===== src/rtl/csdec_pkg.sv =====
package csdec_pkg;
    localparam int AW     = 20;  // CPU address width
    localparam int DW     = 8;   // I/O data width
    localparam int PAGEW  = 8;   // address bits compared for the selects
    localparam int IOAW   = 8;   // address bits decoded for I/O registers
    localparam int NREG   = 4;

    localparam logic [IOAW-1:0] ADR_RAM_HI = 8'hEA;
    localparam logic [IOAW-1:0] ADR_RAM_LO = 8'hEB;
    localparam logic [IOAW-1:0] ADR_ROM_HI = 8'hEC;
    localparam logic [IOAW-1:0] ADR_CFG    = 8'hED;

    localparam int CFG_ROMOFF_BIT = 5;
    localparam int CFG_EXPOSE_BIT = 1;

    typedef enum logic [1:0] {
        IDX_RAM_HI = 2'd0,
        IDX_RAM_LO = 2'd1,
        IDX_ROM_HI = 2'd2,
        IDX_CFG    = 2'd3
    } reg_idx_e;

    typedef struct packed {
        logic [PAGEW-1:0] ram_hi;
        logic [PAGEW-1:0] ram_lo;
        logic [PAGEW-1:0] rom_hi;
        logic             rom_off;
        logic             expose;
    } csdec_regs_t;

    localparam csdec_regs_t REGS_RESET = '{
        ram_hi:  '0,
        ram_lo:  '0,
        rom_hi:  '1,
        rom_off: 1'b0,
        expose:  1'b0
    };
endpackage


===== src/rtl/csdec_regs.sv =====
module csdec_regs
    import csdec_pkg::*;
(
    input  logic            clk,
    input  logic            rst_n,
    input  logic [IOAW-1:0] io_addr,
    input  logic            io_rd,
    input  logic            io_wr,
    input  logic [DW-1:0]   wdata,
    output csdec_regs_t     regs,
    output logic [DW-1:0]   rdata,
    output logic            hit
);
    localparam logic [NREG-1:0][IOAW-1:0] REG_ADR =
        {ADR_CFG, ADR_ROM_HI, ADR_RAM_LO, ADR_RAM_HI};

    logic [NREG-1:0] sel;
    csdec_regs_t     regs_d, regs_q;

    for (genvar i = 0; i < NREG; i++) begin : g_sel
        assign sel[i] = (io_addr == REG_ADR[i]);
    end

    assign hit = |sel;

    always_comb begin
        regs_d = regs_q;
        if (io_wr) begin
            if (sel[IDX_RAM_HI]) regs_d.ram_hi = wdata[PAGEW-1:0];
            if (sel[IDX_RAM_LO]) regs_d.ram_lo = wdata[PAGEW-1:0];
            if (sel[IDX_ROM_HI]) regs_d.rom_hi = wdata[PAGEW-1:0];
            if (sel[IDX_CFG]) begin
                regs_d.rom_off = wdata[CFG_ROMOFF_BIT];
                regs_d.expose  = wdata[CFG_EXPOSE_BIT];
            end
        end
    end

    always_ff @(posedge clk or negedge rst_n) begin
        if (!rst_n) regs_q <= REGS_RESET;
        else        regs_q <= regs_d;
    end

    always_comb begin
        rdata = '0;
        if (io_rd) begin
            if (sel[IDX_RAM_HI]) rdata = regs_q.ram_hi;
            if (sel[IDX_RAM_LO]) rdata = regs_q.ram_lo;
            if (sel[IDX_ROM_HI]) rdata = regs_q.rom_hi;
            if (sel[IDX_CFG]) begin
                rdata[CFG_ROMOFF_BIT] = regs_q.rom_off;
                rdata[CFG_EXPOSE_BIT] = regs_q.expose;
            end
        end
    end

    assign regs = regs_q;
endmodule


===== src/rtl/csdec_match.sv =====
module csdec_match
    import csdec_pkg::*;
(
    input  logic [PAGEW-1:0] page,
    input  csdec_regs_t      regs,
    output logic             rom_cs_n,
    output logic             ram_cs_n
);
    logic in_rom, in_ram;

    always_comb begin
        in_rom   = (page <= regs.rom_hi) && !regs.rom_off;
        in_ram   = (page >= regs.ram_lo) && (page <= regs.ram_hi);
        rom_cs_n = !in_rom;
        ram_cs_n = !(in_ram && !in_rom);
    end
endmodule


===== src/rtl/csdec_top.sv =====
module csdec_top
    import csdec_pkg::*;
(
    input  logic          clk,
    input  logic          rst_n,
    input  logic [AW-1:0] addr,
    input  logic          io_rd,
    input  logic          io_wr,
    input  logic [DW-1:0] wdata,
    output logic [DW-1:0] rdata,
    output logic          rom_cs_n,
    output logic          ram_cs_n,
    output logic          dbus_oe
);
    csdec_regs_t cfg_regs;
    logic        reg_hit;
    logic        unused_mid;

    assign unused_mid = ^addr[AW-PAGEW-1:IOAW];

    csdec_regs u_regs (
        .clk     (clk),
        .rst_n   (rst_n),
        .io_addr (addr[IOAW-1:0]),
        .io_rd   (io_rd),
        .io_wr   (io_wr),
        .wdata   (wdata),
        .regs    (cfg_regs),
        .rdata   (rdata),
        .hit     (reg_hit)
    );

    csdec_match u_match (
        .page     (addr[AW-1 -: PAGEW]),
        .regs     (cfg_regs),
        .rom_cs_n (rom_cs_n),
        .ram_cs_n (ram_cs_n)
    );

    assign dbus_oe = io_rd && reg_hit && cfg_regs.expose;
endmodule


===== config.mk =====
export PLATFORM = sky130hd
export DESIGN_NAME = csdec_top
export DESIGN_NICKNAME = d
export VERILOG_FILES = /design/src/rtl/csdec_pkg.sv /design/src/rtl/csdec_regs.sv /design/src/rtl/csdec_match.sv /design/src/rtl/csdec_top.sv
export SDC_FILE = /design/constraint.sdc
export NUM_CORES = 1
export LEC_CHECK = 0
export BUFFER_PORTS_ARGS = -buffer_cell sky130_fd_sc_hd__buf_2
export CAP_MARGIN = 20
export CORE_UTILIZATION = 45
export CTS_CLUSTER_DIAMETER = 50
export CTS_CLUSTER_SIZE = 14
export DETAILED_ROUTE_END_ITERATION = 16
export PLACE_DENSITY = 0.76
export SLEW_MARGIN = 25
export SYNTH_ARGS = -nofsm -noshare
export SYNTH_HDL_FRONTEND = slang
export SYNTH_SLANG_ARGS = --single-unit

===== constraint.sdc =====
create_clock -name clk -period 2 [get_ports clk]
set_clock_uncertainty 0.2 [all_clocks]
set_input_delay 0.2 -clock clk [delete_from_list [all_inputs] [get_ports clk]]
set_output_delay 0.2 -clock clk [all_outputs]
set_load 0.005 [all_outputs]

==> results of run 1 <==
-- layout make-up --
type,count,share of cell area [%]
Sequential cell,26,27.10
Clock inverter,1,1.232
Tap cell,48,2.464
Timing Repair Buffer,58,15.20
Multi-Input combinational cell,132,48.77
Clock buffer,3,1.694
Inverter,23,3.542
-- per-stage QoR --
stage | area, µm² | power, mW
floorplan | 1842 | 0.7094
global placement | 2167 | 0.7975
detailed placement | 2167 | 0.8049
CTS | 2356 | 1.270
global route | 2437 | 1.353
finish | 2437 | 1.289
-- synthesized netlist by cell type (all sizes together) --
library cell | count | area share, %
nand3b | 1 | 0.41
a221o | 1 | 0.54
a32oi | 1 | 0.48
nor2b | 5 | 1.7
buf | 2 | 0.48
mux2i | 6 | 3.3
nor2 | 16 | 3.3
nand2 | 7 | 1.4
and4bb | 1 | 0.68
nor3b | 2 | 1.7
a21o | 2 | 0.81
o32ai | 1 | 0.48
and2 | 1 | 0.41
a21boi | 1 | 0.41
nor4 | 1 | 0.34
nand4 | 3 | 1.0
dfrtp | 18 | 24
a21oi | 14 | 3.8
o21ai | 6 | 1.6
o21bai | 2 | 0.81
o211ai | 1 | 0.41
nor3 | 2 | 0.54
nand3 | 5 | 1.4
a211oi | 1 | 0.41
ha | 24 | 16
a31oi | 1 | 0.34
mux2 | 26 | 16
inv | 23 | 4.7
dfstp | 8 | 11
nand2b | 1 | 0.34
clkbuf | 1 | 0.20
-- cell families (layout without fill, tap and decap cells) --
kind of cell             Yosys count  count (layout)  share of synthesized area (%)
AO/OA/AOI/OAI                     31              31                          10.12
adder cells (fa/ha/maj)           24              24                          16.30
buffers and inverters             26              85                          5.366
flip-flops                        26              26                          35.87
multiplexers                      32              32                          19.16
AND/OR/NAND/NOR                   45              45                          13.18
-- report_power, final --
group	internal, mW	switching (mW)	total (mW)	leakage (nW)
clock network	0.268	0.177	0.445	0.0357
logic	0.136	0.133	0.269	0.752
registers	0.557	0.0188	0.576	0.331
total	0.961	0.328	1.29	1.12
-- worst max-delay path by stage --
stage                                          start        to  slack, ns  depth (start not counted)
final                     u_regs.regs[5]$_DFFE_PN1P_  ram_cs_n      -0.28                          8
after global routing      u_regs.regs[4]$_DFFE_PN1P_  ram_cs_n      -0.36                          8
after CTS                 u_regs.regs[5]$_DFFE_PN1P_  ram_cs_n      -0.29                          8
after detailed placement  u_regs.regs[5]$_DFFE_PN1P_  ram_cs_n      -0.07                          8
after global placement    u_regs.regs[5]$_DFFE_PN1P_  ram_cs_n      -0.02                          8
after floorplan           u_regs.regs[5]$_DFFE_PN1P_  ram_cs_n       0.10                          7
-- layer usage --
metal	vias up	track usage (%)
met5	-	0
met4	0	6.915
met3	11	2.241
met2	43	37.12
met1	738	29.58
li1	765	-
-- timing repair --
action	in CTS	in global routing
endpoints found under the setup margin	2	2
hold buffers	7	0
pin swaps	3	1
buffers inserted	1	2
endpoints found under the hold margin	35	0
resized for setup	7	10
-- critical path, stage by stage (launching register included) --
cell and delay (ns):
dfstp_2 0.55, inv_2 0.04, ha_4 0.27, nand2_4 0.06, o21bai_1 0.14, a21o_1 0.16, a31oi_2 0.14, nand3_1 0.10
buf_2 0.14
==> results_dict.tcl, run 1 <==
set metrics [dict create \
    synth_nets 240 \
    min_path_cells 2 \
    ir_worst_vdd_uv 319.5 \
    p_per_area_nw_per_um2 529.0 \
    regArea_um2 660.6 \
    clock_latency_ns 0.28 \
    tns_ns -0.4578 \
    min_period_ns 2.278 \
    layout_common_cells "38 x buf_2, 26 x mux2_2, 19 x inv_1" \
    dp_hpwl_um 3252 \
    ys_warn_count 0 \
    final_common_cell "buf_2" \
    synthCells 184 \
    die_h_um 65.98 \
    rrSetupSlack_ns 0.94 \
    vias 1557 \
    grt_pass1_wl_um 7113 \
    clock-sinks 26 \
    drc_errors 0 \
    crit_arrival_ns 1.88 \
    dr.first_iter.drc_count 52 \
    grt_use_total_pct 22.05 \
    met3_length_um 183 \
    fmax_mhz 438.9 \
    placedCellCount 277 \
    slew_viol_final 0 \
    period_share_pct 113.9 \
    cts-root-buf "clkbuf_8" \
    dr.max_layer_used "met4" \
    wire_per_inst_um 15.22 \
    core-area_um2 3799 \
    io_pins 43 \
    status "complete, but fails checks" \
    whs_ns 0.01079 \
    setup_viol 2 \
    rr_endpoint "u_regs.regs[9]$_DFFE_PN1P_" \
    setup_slack_ns -0.2783 \
    final_cells 291 \
    syn-mean-instance-area_um2 10.01 \
    maxSlewHeadroom_pct 61.16 \
    synth-seq-area-share_pct 35.87 \
    drt_pass1_iterations 4 \
    cp_max_fo 2 \
    p_leak_nw 1.119 \
    die_w_um 65.98 \
    rsz0062_at_grt "true" \
    wl_met2_um 2079 \
    grt_pass1_vias 1525 \
    clockBufferDepth 2 \
    n_antenna_cell 0 \
    hold_class "primary input to flip-flop" \
    vias_per_cell 5.351 \
    cp-start-kind "flip-flop" \
    tightest_slew_ns 0.5826 \
    cts_tree "built" \
    antenna_found_initial 0 \
    ys_types 33 \
    hold_start "wdata[1]" \
    nNetsFinal 300 \
    max_cap_violations 0 \
    place_ws_ns -0.07090 \
    largest_register_ffs 26 \
    drive_gt1_share_pct 44.44 \
    final_util_pct 64.16 \
    routed_wl_um 4429 \
    critical_path_class "flip-flop to primary output" \
    num-fill-cells 317 \
    timing.rr.start "u_regs.regs[9]$_DFFE_PN1P_" \
    ys_ff_latch 26 \
    rows 22 \
    rr_worst_depth 2 \
    h-tree-depth 1 \
    antenna_left 0 \
    multi_input_area_um2 1189 \
    path_clk_slew_ns 0.09 \
    wl_met1_um 2052 \
    io_buffers 38 \
    end_kind "primary output" \
    violations "setup timing" \
    grt_overflow 0 \
    min_to "u_regs.regs[11]$_DFFE_PN0P_" \
    cp_data_required_time_ns 1.60 \
    gp_congestion 0.8726 \
    hold_violations 0 \
    grt_start_max_net_pins 27 \
    die_area_um2 4353 \
    syn_area_um2 1842 \
    synthToLayoutAreaGrowth_pct 32.34 \
    cts_made_buffers 3 \
    initial_utilization_pct 48.48 \
]
Note: power is estimated with default switching activity, not from simulation.
==> inputs of run 2 (changes only) <==
clock period = 2.2 ns   (was 2 ns; I/O delays follow)
==> results_dict.tcl, run 2 (synthesis results as in run 1) <==
set metrics [dict create \
    violations "setup timing" \
    min_path_cells 2 \
    cp-start-kind "flip-flop" \
    n_antenna_cell 0 \
    cpMaxStageDelayCell "dfrtp_1" \
    cts_tree "built" \
    p_per_area_nw_per_um2 469.0 \
    drc_errors 0 \
    hold_class "primary input to flip-flop" \
    cts-root-buf "clkbuf_8" \
    dr.first_iter.drc_count 63 \
    layout_common_cells "38 x buf_2, 26 x mux2_2, 21 x ha_1" \
    tightest_slew_ns 0.5861 \
    multi_input_area_um2 1154 \
    initial_utilization_pct 48.48 \
    antenna_left 0 \
    cp_max_fo 3 \
    largest_register_ffs 26 \
    vias 1540 \
    rr_worst_depth 2 \
    antenna_found_initial 0 \
    cp_cell_sequence "inv_1 > ha_1 > nor4_2 > a21oi_1 > a221o_1 > nand3_1 > buf_2" \
    dp_hpwl_um 3198 \
    p_leak_nw 1.068 \
    core-area_um2 3799 \
    clock_latency_ns 0.28 \
    setup_viol 2 \
    nNetsFinal 292 \
    clockBufferDepth 2 \
    rows 22 \
    wl_met2_um 2139 \
    hold_violations 0 \
    die_h_um 65.98 \
    grt_pass1_wl_um 7065 \
    grt_start_max_net_pins 27 \
    drive_gt1_share_pct 42.55 \
    rrSetupSlack_ns 1.15 \
    vias_per_cell 5.442 \
    worst-path-buf-inv 2 \
    h-tree-depth 1 \
    gp_congestion 0.8659 \
    min_period_ns 2.320 \
    wire_per_inst_um 15.88 \
    wl_met1_um 1986 \
    max_cap_violations 0 \
    grt_overflow 0 \
    num-fill-cells 327 \
    grt_pass1_vias 1532 \
    fmax_mhz 430.9 \
    maxSlewHeadroom_pct 60.93 \
    period_share_pct 105.5 \
    final_common_cell "buf_2" \
    rsz0062_at_grt "true" \
    drt_pass1_iterations 4 \
    crit_arrival_ns 1.90 \
    crit_path_max_incr_delay_ns 0.39 \
    met3_length_um 265 \
    whs_ns 0.0007511 \
    die_w_um 65.98 \
    critical_path_class "flip-flop to primary output" \
    slew_viol_final 0 \
    place_ws_ns 0.1072 \
    crit_family "compound AO/OA/AOI/OAI gates" \
    cp.depth 7 \
    die_area_um2 4353 \
    status "complete, but fails checks" \
    setup_slack_ns -0.1205 \
    grt_use_total_pct 22.18 \
    routed_wl_um 4494 \
    io_buffers 38 \
    dr.max_layer_used "met4" \
    cts_made_buffers 3 \
    io_pins 43 \
    regArea_um2 660.6 \
    ir_worst_vdd_uv 277.6 \
    end_kind "primary output" \
    synthToLayoutAreaGrowth_pct 25.20 \
    clock-sinks 26 \
    cp_data_required_time_ns 1.78 \
    path_clk_slew_ns 0.09 \
]
run 2: cell types whose count changed in the layout (fill, tap and decap cells not counted), moves of 3 or more:
| cell | previous run | this run |
|---|---|---|
| ha_1 | 18 | 21 |
| buf_4 | 12 | 8 |
| dlygate4sd3_1 | 7 | 4 |
| ha_4 | 6 | 3 |
run 2: cell type report:
cell class	instances	area share [%]
sequential	26	28.65
clock buffer	4	2.387
tap	48	2.604
inverter	23	3.744
timing repair buffer	50	12.59
multi-input combinational	132	50.03
run 2: worst reg2reg max path, stage by stage (launching register included):
cell and delay (ns):
dfstp_2 0.55, buf_4 0.11, mux2_2 0.14
run 2: metal layers:
metal / GRT usage [%] / vias up
li1: - / 750
met1: 29.19 / 732
met2: 36.22 / 49
met3: 3.448 / 9
met4: 8.777 / 0
met5: 0 / -
run 2: final timing paths:
check	end	start
setup / recovery	ram_cs_n	u_regs.regs[12]$_DFFE_PN0P_
hold / removal	u_regs.regs[12]$_DFFE_PN0P_	wdata[2]
setup reg to reg	u_regs.regs[5]$_DFFE_PN1P_	u_regs.regs[5]$_DFFE_PN1P_
hold reg to reg	u_regs.regs[15]$_DFFE_PN0P_	u_regs.regs[15]$_DFFE_PN0P_
max in group asynchronous	u_regs.regs[20]$_DFFE_PN0P_	rst_n
min in group asynchronous	u_regs.regs[14]$_DFFE_PN0P_	rst_n
run 2: power by group:
group | leakage, nW | internal [mW] | switching [mW]
registers | 0.331 | 0.506 | 0.0172
clock network | 0.0288 | 0.161 | 0.161
logic | 0.709 | 0.117 | 0.120
run 2: repair_timing:
action                                  4_1_cts  5_1_grt
pin swaps                                     2        3
endpoints found under the hold margin        26        0
endpoints found under the setup margin        2        2
setup buffers                                 4        0
hold buffers                                  4        0
resized for setup                             7        8
run 2: per-stage QoR:
step                      utilization (%)  power, mW  instances  instance area [µm²]  setup TNS [ns]
after floorplan                         -     0.6449        184                 1842               0
after CTS                           59.68      1.066        283                 2267         -0.1331
final                               60.70      1.081        283                 2306         -0.1388
after global routing                60.70      1.138        283                 2306         -0.3495
after global placement              55.53     0.7187        271                 2110               0
after detailed placement            55.53     0.7268        271                 2110               0
==> inputs of run 3 (changes only) <==
CELL_PAD_IN_SITES_DETAIL_PLACEMENT = 2   (was default)
CELL_PAD_IN_SITES_GLOBAL_PLACEMENT = 2   (was default)
CORE_UTILIZATION = 33   (was 45)
PLACE_DENSITY = 0.86   (was 0.76)
==> results_dict.tcl, run 3 (synthesis results as in run 1) <==
set metrics [dict create \
    cp_data_required_time_ns 1.78 \
    rsz0062_at_grt "true" \
    total_power_mw 1.241 \
    clock_latency_ns 0.29 \
    grt_start_max_net_pins 27 \
    max_cap_violations 0 \
    vias 1654 \
    clockBufferDepth 2 \
    h-tree-depth 1 \
    cts-root-buf "clkbuf_8" \
    die_area_um2 5884 \
    critical_path_class "flip-flop to primary output" \
    crit_arrival_ns 2.11 \
    period_share_pct 114.8 \
    grt_pass1_wl_um 9777 \
    ir_worst_vdd_uv 205.2 \
    drc_errors 0 \
    initial_utilization_pct 35.16 \
    p_per_area_nw_per_um2 501.9 \
    place_ws_ns 0.002190 \
    cp_cell_sequence "inv_1 > ha_1 > nand4_1 > a21o_1 > a31oi_4 > nand3_2 > buf_2" \
    maxSlewHeadroom_pct 55.53 \
    setup_slack_ns -0.3254 \
    worst-path-buf-inv 2 \
    die_w_um 76.71 \
    final_common_cell "buf_2" \
    grt_pass1_vias 1854 \
    dpl_cell_area_um2 2160 \
    rows 26 \
    largest_register_ffs 26 \
    core-area_um2 5238 \
    fin_area_um2 2472 \
    final_cells 312 \
    antenna_left 0 \
    cp_max_fo 2 \
    grt_use_total_pct 22.03 \
    num-fill-cells 547 \
    crit_family "flip-flops" \
    io_buffers 38 \
    setup_viol 2 \
    dr.first_iter.drc_count 77 \
    antenna_found_initial 0 \
    dp_hpwl_um 4428 \
    fmax_mhz 396.0 \
    cp-start-kind "flip-flop" \
    synthToLayoutAreaGrowth_pct 34.24 \
    wire_per_inst_um 23.16 \
    cts_made_buffers 3 \
    min_period_ns 2.525 \
    hold_violations 1 \
    regArea_um2 660.6 \
    vias_per_cell 5.301 \
    die_h_um 76.71 \
    drive_gt1_share_pct 47.11 \
    p_leak_nw 1.124 \
    tightest_slew_ns 0.6670 \
    cpMaxStageDelayCell "dfstp_2" \
    hold_class "primary input to flip-flop" \
    end_kind "primary output" \
    slew_viol_final 0 \
    crit_path_max_incr_delay_ns 0.55 \
    gp_congestion 0.8602 \
    routed_wl_um 7225 \
    status "complete, but fails checks" \
    n_antenna_cell 0 \
    placedCellCount 296 \
    grt_overflow 0 \
    path_clk_slew_ns 0.10 \
    nNetsFinal 299 \
    cts_tree "built" \
    io_pins 43 \
    violations "hold timing, setup timing" \
    clock-sinks 26 \
    drt_pass1_iterations 4 \
    tns_ns -0.6490 \
    layout_common_cells "37 x buf_2, 26 x mux2_2, 18 x ha_1, 18 x dfrtp_1, 17 x inv_1" \
    multi_input_area_um2 1215 \
    whs_ns -0.002952 \
]
run 3: area by class of cell:
| type | count | area share [%] |
|---|---|---|
| multi-input cells | 132 | 49.14 |
| flip-flops and latches | 26 | 26.72 |
| repair buffers | 57 | 14.22 |
| well taps | 70 | 3.543 |
| inverters | 23 | 3.492 |
| clock buffers | 3 | 1.670 |
| clock inverters | 1 | 1.215 |
run 3: final timing paths:
check,to,cells past startpoint,start,slack [ns]
setup / recovery,ram_cs_n,7,u_regs.regs[6]$_DFFE_PN1P_,-0.33
hold / removal,u_regs.regs[12]$_DFFE_PN0P_,2,wdata[2],-0.003
setup reg to reg,u_regs.regs[3]$_DFFE_PN1P_,2,u_regs.regs[3]$_DFFE_PN1P_,1.12
hold reg to reg,u_regs.regs[15]$_DFFE_PN0P_,1,u_regs.regs[15]$_DFFE_PN0P_,0.32
max in group asynchronous,u_regs.regs[14]$_DFFE_PN0P_,2,rst_n,1.09
min in group asynchronous,u_regs.regs[0]$_DFFE_PN0P_,2,rst_n,0.28
run 3: worst reg2reg max path, cell delays in order (launching register included):
cell and delay (ns):
dfstp_2 0.57, buf_4 0.11, mux2_2 0.15
run 3: what timing repair did:
action	4_1_cts	5_1_grt
setup buffers	3	4
hold endpoints to repair	27	0
resized for setup	12	12
pin swaps	6	4
gates cloned	0	0
hold buffers	5	0
endpoints found under the setup margin	2	2
run 3: stage by stage:
stage	hold WS [ns]	util, %
4_1_cts	0.003929	45.22
3_3_place_gp	0.05572	41.23
3_5_place_dp	0.07347	41.23
2_1_floorplan	-0.2756	-
5_1_grt	-0.002240	47.21
6_report	-0.002952	47.21
run 3: per-layer routing:
layer  track usage (%)  routed length [µm]
met5                 0                   0
met3             2.143                 212
met2             40.71                3935
met1             27.27                2918
met4             5.000                 159
run 3: where the power goes:
part           switching, mW  leakage, nW  internal, mW
clock network          0.182       0.0357         0.245
logic                  0.154        0.757         0.134
registers             0.0199        0.331         0.506
total                  0.356         1.12         0.885
